--- src/rtl/twc_pkg.sv ---
package twc_pkg;

    typedef enum logic [2:0] {
        ST_IDLE   = 3'd0,
        ST_SHORT  = 3'd1,
        ST_PULSE  = 3'd2,
        ST_SAMPLE = 3'd3,
        ST_APPLY  = 3'd4,
        ST_DONE   = 3'd5
    } twc_state_e;

    function automatic logic in_test_phase(input twc_state_e s);
        return (s == ST_SHORT) || (s == ST_PULSE) || (s == ST_SAMPLE);
    endfunction

endpackage

--- src/rtl/twc_sequencer.sv ---
module twc_sequencer
    import twc_pkg::*;
#(
    parameter int SETTLE_W   = 8,
    parameter int SAMPLE_DLY = 2
) (
    input  logic                clk,
    input  logic                rst_n,
    input  logic                start_i,
    input  logic [SETTLE_W-1:0] settle_i,
    output twc_state_e          state_o,
    output logic                capture_o,
    output logic                apply_o
);
    localparam int DLY_W = $clog2(SAMPLE_DLY + 1);
    localparam int CNT_W = (SETTLE_W > DLY_W) ? SETTLE_W : DLY_W;
    localparam logic [CNT_W-1:0] SMP_LAST = CNT_W'(SAMPLE_DLY - 1);

    typedef struct packed {
        twc_state_e          state;
        logic [CNT_W-1:0]    cnt;
        logic [SETTLE_W-1:0] settle;
    } seq_regs_t;

    seq_regs_t r_d, r_q;
    logic [CNT_W-1:0] settle_ext;

    assign settle_ext = CNT_W'(r_q.settle);

    always_comb begin
        r_d       = r_q;
        capture_o = 1'b0;
        apply_o   = 1'b0;
        unique case (r_q.state)
            ST_IDLE, ST_DONE: begin
                if (start_i) begin
                    r_d.state  = ST_SHORT;
                    r_d.cnt    = '0;
                    r_d.settle = settle_i;
                end
            end
            ST_SHORT: begin
                if (r_q.cnt == settle_ext) begin
                    r_d.state = ST_PULSE;
                    r_d.cnt   = '0;
                end else begin
                    r_d.cnt = r_q.cnt + 1'b1;
                end
            end
            ST_PULSE: begin
                r_d.state = ST_SAMPLE;
                r_d.cnt   = '0;
            end
            ST_SAMPLE: begin
                if (r_q.cnt == SMP_LAST) begin
                    capture_o = 1'b1;
                    r_d.state = ST_APPLY;
                    r_d.cnt   = '0;
                end else begin
                    r_d.cnt = r_q.cnt + 1'b1;
                end
            end
            ST_APPLY: begin
                apply_o   = 1'b1;
                r_d.state = ST_DONE;
            end
            default: r_d.state = ST_IDLE;
        endcase
    end

    always_ff @(posedge clk or negedge rst_n) begin
        if (!rst_n) begin
            r_q.state  <= ST_IDLE;
            r_q.cnt    <= '0;
            r_q.settle <= '0;
        end else begin
            r_q <= r_d;
        end
    end

    assign state_o = r_q.state;

endmodule

--- src/rtl/twc_pol_store.sv ---
module twc_pol_store #(
    parameter int NUM_STAGES = 4
) (
    input  logic                  clk,
    input  logic                  rst_n,
    input  logic                  capture_i,
    input  logic [NUM_STAGES-1:0] pol_i,
    output logic [NUM_STAGES-1:0] pol_o
);
    logic [NUM_STAGES-1:0] pol_d, pol_q;

    always_comb begin
        pol_d = pol_q;
        if (capture_i) pol_d = pol_i;
    end

    always_ff @(posedge clk or negedge rst_n) begin
        if (!rst_n) pol_q <= '0;
        else        pol_q <= pol_d;
    end

    assign pol_o = pol_q;

endmodule

--- src/rtl/twc_link_map.sv ---
module twc_link_map #(
    parameter int                    NUM_STAGES = 4,
    parameter logic [NUM_STAGES-2:0] LINK_MASK  = '1
) (
    input  logic                  clk,
    input  logic                  rst_n,
    input  logic                  apply_i,
    input  logic [NUM_STAGES-1:0] pol_i,
    output logic [NUM_STAGES-2:0] twist_o
);
    localparam int NUM_LINKS = NUM_STAGES - 1;

    for (genvar k = 0; k < NUM_LINKS; k++) begin : g_link
        if (LINK_MASK[k]) begin : g_reconf
            logic tw_d, tw_q;

            always_comb begin
                tw_d = tw_q;
                if (apply_i) tw_d = pol_i[k] ~^ pol_i[k+1];
            end

            always_ff @(posedge clk or negedge rst_n) begin
                if (!rst_n) tw_q <= 1'b0;
                else        tw_q <= tw_d;
            end

            assign twist_o[k] = tw_q;
        end else begin : g_fixed
            assign twist_o[k] = 1'b0;
        end
    end

endmodule

--- src/rtl/twist_cal_top.sv ---
module twist_cal_top
    import twc_pkg::*;
#(
    parameter int                    NUM_STAGES = 4,
    parameter int                    SETTLE_W   = 8,
    parameter int                    SAMPLE_DLY = 2,
    parameter logic [NUM_STAGES-2:0] LINK_MASK  = '1
) (
    input  logic                  clk,
    input  logic                  rst_n,
    input  logic                  start_i,
    input  logic [SETTLE_W-1:0]   settle_i,
    input  logic [NUM_STAGES-1:0] polarity_i,
    output logic                  short_o,
    output logic                  stim_o,
    output logic                  reconf_o,
    output logic [NUM_STAGES-2:0] twist_o,
    output logic                  done_o
);
    twc_state_e            state;
    logic                  capture;
    logic                  apply;
    logic [NUM_STAGES-1:0] pol_held;

    twc_sequencer #(
        .SETTLE_W  (SETTLE_W),
        .SAMPLE_DLY(SAMPLE_DLY)
    ) u_seq (
        .clk      (clk),
        .rst_n    (rst_n),
        .start_i  (start_i),
        .settle_i (settle_i),
        .state_o  (state),
        .capture_o(capture),
        .apply_o  (apply)
    );

    twc_pol_store #(
        .NUM_STAGES(NUM_STAGES)
    ) u_pol (
        .clk      (clk),
        .rst_n    (rst_n),
        .capture_i(capture),
        .pol_i    (polarity_i),
        .pol_o    (pol_held)
    );

    twc_link_map #(
        .NUM_STAGES(NUM_STAGES),
        .LINK_MASK (LINK_MASK)
    ) u_map (
        .clk    (clk),
        .rst_n  (rst_n),
        .apply_i(apply),
        .pol_i  (pol_held),
        .twist_o(twist_o)
    );

    assign short_o  = in_test_phase(state);
    assign stim_o   = (state == ST_PULSE);
    assign reconf_o = (state == ST_APPLY);
    assign done_o   = (state == ST_DONE);

endmodule

--- config.mk ---
export PLATFORM = sky130hd
export DESIGN_NAME = twist_cal_top
export DESIGN_NICKNAME = d
export VERILOG_FILES = /design/src/rtl/twc_pkg.sv /design/src/rtl/twc_sequencer.sv /design/src/rtl/twc_pol_store.sv /design/src/rtl/twc_link_map.sv /design/src/rtl/twist_cal_top.sv
export SDC_FILE = /design/constraint.sdc
export NUM_CORES = 1
export LEC_CHECK = 0
export ABC_AREA = 1
export CELL_PAD_IN_SITES_DETAIL_PLACEMENT = 0
export CELL_PAD_IN_SITES_GLOBAL_PLACEMENT = 1
export CORE_ASPECT_RATIO = 0.5
export CORE_MARGIN = 2
export CORE_UTILIZATION = 40
export CTS_CLUSTER_SIZE = 30
export DETAILED_ROUTE_END_ITERATION = 12
export PLACE_DENSITY = 0.87
export SLEW_MARGIN = 20
export SYNTH_ARGS = -nofsm -noshare
export SYNTH_HDL_FRONTEND = slang
export SYNTH_SLANG_ARGS = --single-unit
--- constraint.sdc ---
create_clock -name clk -period 2.1 [get_ports clk]
set_input_delay 0.42 -clock clk [delete_from_list [all_inputs] [get_ports clk]]
set_output_delay 0.42 -clock clk [all_outputs]
set_load 0.03 [all_outputs]
==> metrics.md, run 1 <==
| Metric | Value |
|---|---|
| Post-CTS Hold Buffers | `0` |
| Setup tns final | `0 ns` |
| Final Max Tran Viols | `0` |
| Psw | `159 µW` |
| Final Critical Period | `about 2.0 ns` |
| Critical path's slowest cell | `clkdlybuf4s50_1` |
| Via Count | `between 1k and 1.5k` |
| Initial DRC count | `37` |
| Clk buf depth | `2` |
| Number of fill cells | `350` |
| Crit path setup slack, layout | `around 0.092 ns` |
| Cell variety after synth | `23` |
| #FFs+latches synth | `26` |
| CTS HTree Levels | `1` |
| Post-layout util | `50.4%` |
| Vias in the first global route | `1,044` |
| Family with the most delay on the worst path | `buffers and inverters` |
| Pwr Density | `about 470 nW/µm²` |
| Grt total ovfl | `0` |
| Final Hold Viols | `0` |
| Initial core utilization | `about two fifths` |
| Drt drc | `0` |
| Max-cap violations | `0` |
| Total GRT Usage | `~15%` |
| Worst setup EP type | `output pin` |
| Clock power share | `around a third` |
| DIE HEIGHT | `about 46 µm` |
| Core box area | `around 3400 µm²` |
| Flop pwr share | `between 60 and 70%` |
| Maximum vdd drop | `between 0.2 and 0.25 mV` |
| WS Path Type | `flip-flop to output pin` |
| Sequential share of the synthesized area | `a little under half` |
| Share of post-route cells with drive strength above 1 | `8.33%` |
| Wirelength, routed | `between 2000 and 3000 µm` |
| Slowest stage delay, CP | `around 0.67 ns` |
| RSZ-0062 raised after global routing | `no` |
| Most frequent cells in the layout | `nand2_1, dfrtp_1, inv_1` |
| Mapped cell area | `approximately 1400 µm²` |
| Worst hold path class | `flip-flop to flip-flop` |
| Sw Ratio | `about a fifth` |
| Antenna Cells | `0` |
| Largest net degree at the start of global routing | `27` |
| HPWL after detailed placement | `2050 µm` |
| Remaining antenna violation count | `0` |
| Syn nets | `200` |
| CTS Sinks | `26` |
| Tightest Pin Transition | `roughly 0.43 ns` |
| DR pass1 iterations | `4` |
| Syn Inst Count | `roughly 180` |
| CP Buf/Inv Count | `1` |
| Nets | `about 220` |
| Leak pwr | `~0.0009 µW` |
| Setup bufs post-CTS | `0` |
| Via/cell ratio | `between 4 and 5` |
| Gpl congestion | `~0.81` |
| Cell Rows | `15` |
| Commonest non-fill, non-tap cell in the layout | `nand2_1` |
| Worst path required time | `1.68 ns` |
| Clk slew on worst S/H paths | `0.08 ns` |
| Wire length per cell | `between 10 and 15 µm` |
| Yosys warnings | `0` |
| Antenna violations before repair | `0` |
| Num CTS Buffers | `3` |
| Upper clock frequency limit | `0.498 GHz` |
| Worst setup SP type | `flip-flop` |
| Synthesized area per cell | `roughly 7.8 µm²` |
| Die width | `88.3 µm` |
| Ratio of final minimum period to clock period | `a little over nine tenths` |
| CP arrival | `between 1.5 and 2 ns` |
| CTS tree | `built` |
| Comb power frac | `slightly below 5%` |
| First-pass GRT wire length | `about 4500 µm` |
| Worst path cell trace | `nand2_2, nor2_1, clkdlybuf4s50_1` |
| Crit path max fanout | `6` |
| Status | `finished, final reports clean` |
| Clock skew | `between 0.006 and 0.007 ns` |
| Clk root buf | `clkbuf_8` |
| Internal Power | `653 µW` |
| Setup violations, final | `0` |
| Clock Latency Late Sink | `between 0.2 and 0.3 ns` |
| Port Buffers | `21` |
| Slew HR | `a little under three quarters` |
| Die area | `4080 µm²` |
| DP Worst Slack | `0.251 ns` |
| Area Overhead vs Synth | `21.1%` |
| I/O pin count | `22` |
| Min Hold Slack | `0.496 ns` |
==> cells in the mapped netlist, drive strengths merged <==
library cell | count | area [µm²]
a21boi | 1 | 18.8
a21oi | 5 | 25.0
buf | 3 | 22.5
clkbuf | 2 | 7.51
dfrtp | 26 | 651
ha | 2 | 25.0
inv | 28 | 105
mux2 | 3 | 33.8
nand2 | 54 | 208
nand3 | 12 | 65.1
nand4 | 3 | 18.8
nor2 | 19 | 73.8
nor3 | 3 | 15.0
o21ai | 11 | 58.8
or2 | 1 | 6.26
xnor2 | 3 | 26.3
xor2 | 7 | 61.3
==> worst min-delay path, cell delays in order (launching register included) <==
cell and delay [ns]:
dfrtp_1 0.35, nand2_1 0.05, o21ai_0 0.06
==> cell families (layout without fill, tap and decap cells) <==
kind of cell             Yosys count  count (layout)  share of synthesized area [%]
XOR/XNOR                          10              10                           6.16
flip-flops                        26              26                           45.8
adder cells (fa/ha/maj)            2               2                           1.76
buffers and inverters             33              54                           9.51
multiplexers                       3               3                           2.38
AO/OA/AOI/OAI                     17              17                           7.22
AND/OR/NAND/NOR                   92              92                           27.2
==> area by class of cell <==
cell class                 count  area, µm²  area share (%)
sequential                    26        651            37.8
multi-input combinational    124        636            36.9
timing repair buffer          23        225            13.1
inverter                      28        105            6.10
tap                           51       63.8            3.71
clock buffer                   3       41.3            2.40
==> per-stage QoR <==
stage / area (µm²) / power, µW / std cells
detailed placement: 1680 / 551 / 252
CTS: 1720 / 832 / 255
finish: 1720 / 812 / 255
global route: 1720 / 853 / 255
global placement: 1680 / 550 / 252
floorplan: 1420 / 513 / 183
==> registers in the layout (all words and copies together) (netlist names) <==
signal	cells
u_seq.state_o	3
u_seq.r_q	8
u_map.g_link.g_reconf.tw_q	3
u_pol.pol_o	4
u_seq.settle_ext	8
==> layer usage <==
| layer | wire length [µm] | part of all wire (%) | vias to the layer above | track usage, % |
|---|---|---|---|---|
| met5 | 0 | 0 | - | 0 |
| met4 | 23 | 0.86 | 0 | 2.73 |
| met3 | 84 | 3.2 | 5 | 4.30 |
| met2 | 1230 | 46 | 14 | 24.8 |
| met1 | 1330 | 50 | 529 | 19.7 |
| li1 | - | - | 609 | - |
==> power groups by stage <==
stage	Combinational [µW]	Clock (µW)	Sequential (µW)
6_report	39.4	273	500
5_1_grt	45.5	307	500
4_1_cts	40.9	291	500
3_5_place_dp	40.5	0	510
3_3_place_gp	40.0	0	510
2_1_floorplan	2.53	0	510
==> timing repair <==
action                                  4_1_cts  5_1_grt
pin swaps                                     0        0
endpoints found under the setup margin        2        1
gates resized for setup                       2        1
==> worst paths after layout <==
check | startpoint | end | slack (ns) | cells past startpoint
worst max-delay path | u_seq.state_o[0] | done_o | 0.09 | 3
worst min-delay path | u_map.g_link[2].g_reconf.tw_q | u_map.g_link[2].g_reconf.tw_q | 0.50 | 2
worst max register to register | u_seq.state_o[0] | u_seq.settle_ext[3] | 0.53 | 3
worst min register to register | u_map.g_link[2].g_reconf.tw_q | u_map.g_link[2].g_reconf.tw_q | 0.50 | 2
max in group asynchronous | rst_n | u_seq.r_q[9] | 1.32 | 2
min in group asynchronous | rst_n | u_seq.settle_ext[2] | 0.52 | 2
No activity file was read; power rests on OpenSTA's default activity.
==> run 2, diff against run 1 <==
Settings changed: SYNTH_HIERARCHICAL set to 1.
==> run 2 against run 1 <==
Combinational power down 4%; design area up 3.4%; sequential power about the same; clock power up 5%; fmax up 0.15%; hold slack worse by 0.0069 ns; largest cell class is now multi-input gates.
==> metrics.md, run 2 <==
| Metric | Value |
|---|---|
| Gpl congestion | `approximately 0.8` |
| Setup violations, final | `0` |
| Crit path max fanout | `9` |
| Status | `finished, final reports clean` |
| Clk slew on worst S/H paths | `0.09 ns` |
| Syn nets | `221` |
| Setup tns final | `0 ns` |
| Commonest non-fill, non-tap cell in the layout | `nand2_1` |
| Post-synth top area cell | `dfrtp_1` |
| Register Area | `roughly 650 µm²` |
| Crit path setup slack, layout | `~0.095 ns` |
| Via Count | `1,242` |
| Clk buf depth | `2` |
| Post-CTS Hold Buffers | `0` |
| Die width | `91.0 µm` |
| Most common cell in the netlist | `nand2_1` |
| CTS tree | `built` |
| Maximum vdd drop | `0.175 mV` |
| Via/cell ratio | `between 4 and 5` |
| Remaining antenna violation count | `0` |
| I/O pin count | `22` |
| Wirelength, routed | `2810 µm` |
| Top-area cell type share of the netlist area | `between 40% and 50%` |
| DP Worst Slack | `roughly 0.28 ns` |
| Grt total ovfl | `0` |
| Port Buffers | `21` |
| Max-cap violations | `0` |
| Upper clock frequency limit | `approximately 0.5 GHz` |
| First-pass GRT wire length | `between 4000 and 5000 µm` |
| Initial core utilization | `a little over two fifths` |
| Top_reg_cell synth | `dfrtp_1` |
| Clock Latency Late Sink | `approximately 0.27 ns` |
| CP startpoint | `u_seq/state_o[1]` |
| Initial DRC count | `45` |
| EDFF count, synth | `0` |
| Area occupied by multi-input gates | `between 600 and 700 µm²` |
| RSZ-0062 raised after global routing | `no` |
| Syn Inst Count | `204` |
| Worst setup SP type | `flip-flop` |
| Cell variety after synth | `25` |
| HPWL after detailed placement | `around 2200 µm` |
| Worst hold path class | `flip-flop to flip-flop` |
| Mapped cell area | `between 1500 and 2000 µm²` |
| Num CTS Buffers | `3` |
| Top cells by area, synth | `dfrtp_1, nand2_1, inv_1` |
| Vias in the first global route | `1,105` |
| Wire length per cell | `10.4 µm` |
| Fraction of registers with async set or reset after synthesis | `100%` |
| Final Max Tran Viols | `0` |
| Final Total Pwr | `824 µW` |
| CTS Sinks | `26` |
| Clk root buf | `clkbuf_8` |
| DIE HEIGHT | `approximately 48 µm` |
| CP arrival | `1.59 ns` |
| Final instance area | `1780 µm²` |
| Leak pwr | `0.000910 µW` |
| Pwr Density | `between 400 and 500 nW/µm²` |
| CTS HTree Levels | `1` |
| Clock skew | `between 0.004 and 0.005 ns` |
| Antenna Cells | `0` |
| Largest net degree at the start of global routing | `27` |
| Drt drc | `0` |
| Setup bufs post-CTS | `0` |
| M1 GR Usage | `18.8%` |
| Placed inst area | `1740 µm²` |
| Worst setup EP type | `output pin` |
| Nets | `239` |
| Core box area | `3530 µm²` |
| Worst path required time | `1.68 ns` |
| Synthesized area per cell | `~7.4 µm²` |
| Most used routing layer | `met2` |
| Share of post-route cells with drive strength above 1 | `about 9.1%` |
| Most frequent cells in the layout | `nand2_1, inv_1, nor2_1, dfrtp_1, clkdlybuf4s50_1` |
| Post-layout util | `between 50 and 60%` |
| Die area | `~4300 µm²` |
| Slew HR | `about 76%` |
| RR Startpoint | `u_seq/state_o[0]` |
| Yosys warnings | `6` |
| Final Hold Viols | `0` |
| Antenna violations before repair | `0` |
| DR pass1 iterations | `4` |
| Final Critical Period | `around 2 ns` |
| Tightest Pin Transition | `between 0.3 and 0.4 ns` |
| Hold Path Origin | `u_map/g_link[1].g_reconf.tw_q` |
| Ratio of final minimum period to clock period | `around 95%` |
| Met3 usage | `3.78%` |
| Total GRT Usage | `between 10% and 20%` |
| Top post-synthesis cells by count | `nand2_1, dfrtp_1, inv_1, nor2_1, nand3_1` |
| Cell Rows | `15` |
| Area Overhead vs Synth | `17.6%` |
| Met2 GRT Util | `approximately 26%` |
| WS Path Type | `flip-flop to output pin` |
| Sequential share of the synthesized area | `a little over two fifths` |
| #FFs+latches synth | `26` |
| Number of fill cells | `367` |
-- run 2: cell types whose count changed in the layout (fill, tap and decap cells not counted), sizes merged, moves of 3 or more --
| cell | change |
|---|---|
| nand2 | +16 |
| nor2 | +5 |
| o21ai | -5 |
| nand3 | +3 |
| xor2 | -4 |
-- run 2: stage by stage --
| step | cells | hold slack, ns |
|---|---|---|
| after floorplan | 204 | 0.124 |
| after global placement | 268 | 0.464 |
| after detailed placement | 268 | 0.468 |
| after CTS | 271 | 0.491 |
| after global routing | 271 | 0.511 |
| final | 271 | 0.489 |
-- run 2: layout make-up --
class / instances / area share, %
inverter: 29 / 6.11
sequential: 26 / 36.8
multi-input combinational: 140 / 39.0
timing repair buffer: 22 / 12.2
tap: 51 / 3.58
clock buffer: 3 / 2.32
-- run 2: kinds of logic after synthesis --
kind of cell    count (synthesis)  share of synthesized area (%)
compound gates                 14                           6.61
xor+xnor                        6                           3.47
fa+ha+maj                       2                           1.65
buf+inv                        38                           11.2
flops                          26                           43.0
mux                             3                           2.23
simple gates                  115                           31.9
-- run 2: path summary, 6_finish.rpt --
path,cells after the start,endpoint,slack [ns]
worst max-delay path,3,short_o,0.09
worst min-delay path,2,u_map/g_link[1].g_reconf.tw_q,0.49
worst max register to register,4,u_seq/settle_ext[2],0.60
worst min register to register,2,u_map/g_link[1].g_reconf.tw_q,0.49
max in group asynchronous,2,u_seq/state_o[2],1.33
min in group asynchronous,2,u_seq/r_q[8],0.51
-- run 2: power by group --
part	internal (µW)	switching (µW)
logic	23.9	13.8
registers	500	0
clock network	129	158
-- run 2: what timing repair did --
item / CTS / global route
endpoints found under the setup margin: 3 / 2
pin swaps: 0 / 0
resized for setup: 4 / 2
-- run 2: per-layer routing --
layer  share of wire, %  vias up
met3                3.8        4
met2                 43       25
met1                 53      551
li1                   -      662
met5                  0        -
met4               0.89        0
-- run 2: worst max-delay path: stages, from the launching register on --
cell	delay, ns
dfrtp_2	0.48
nor2_1	0.08
nor2_1	0.08
clkdlybuf4s50_1	0.67
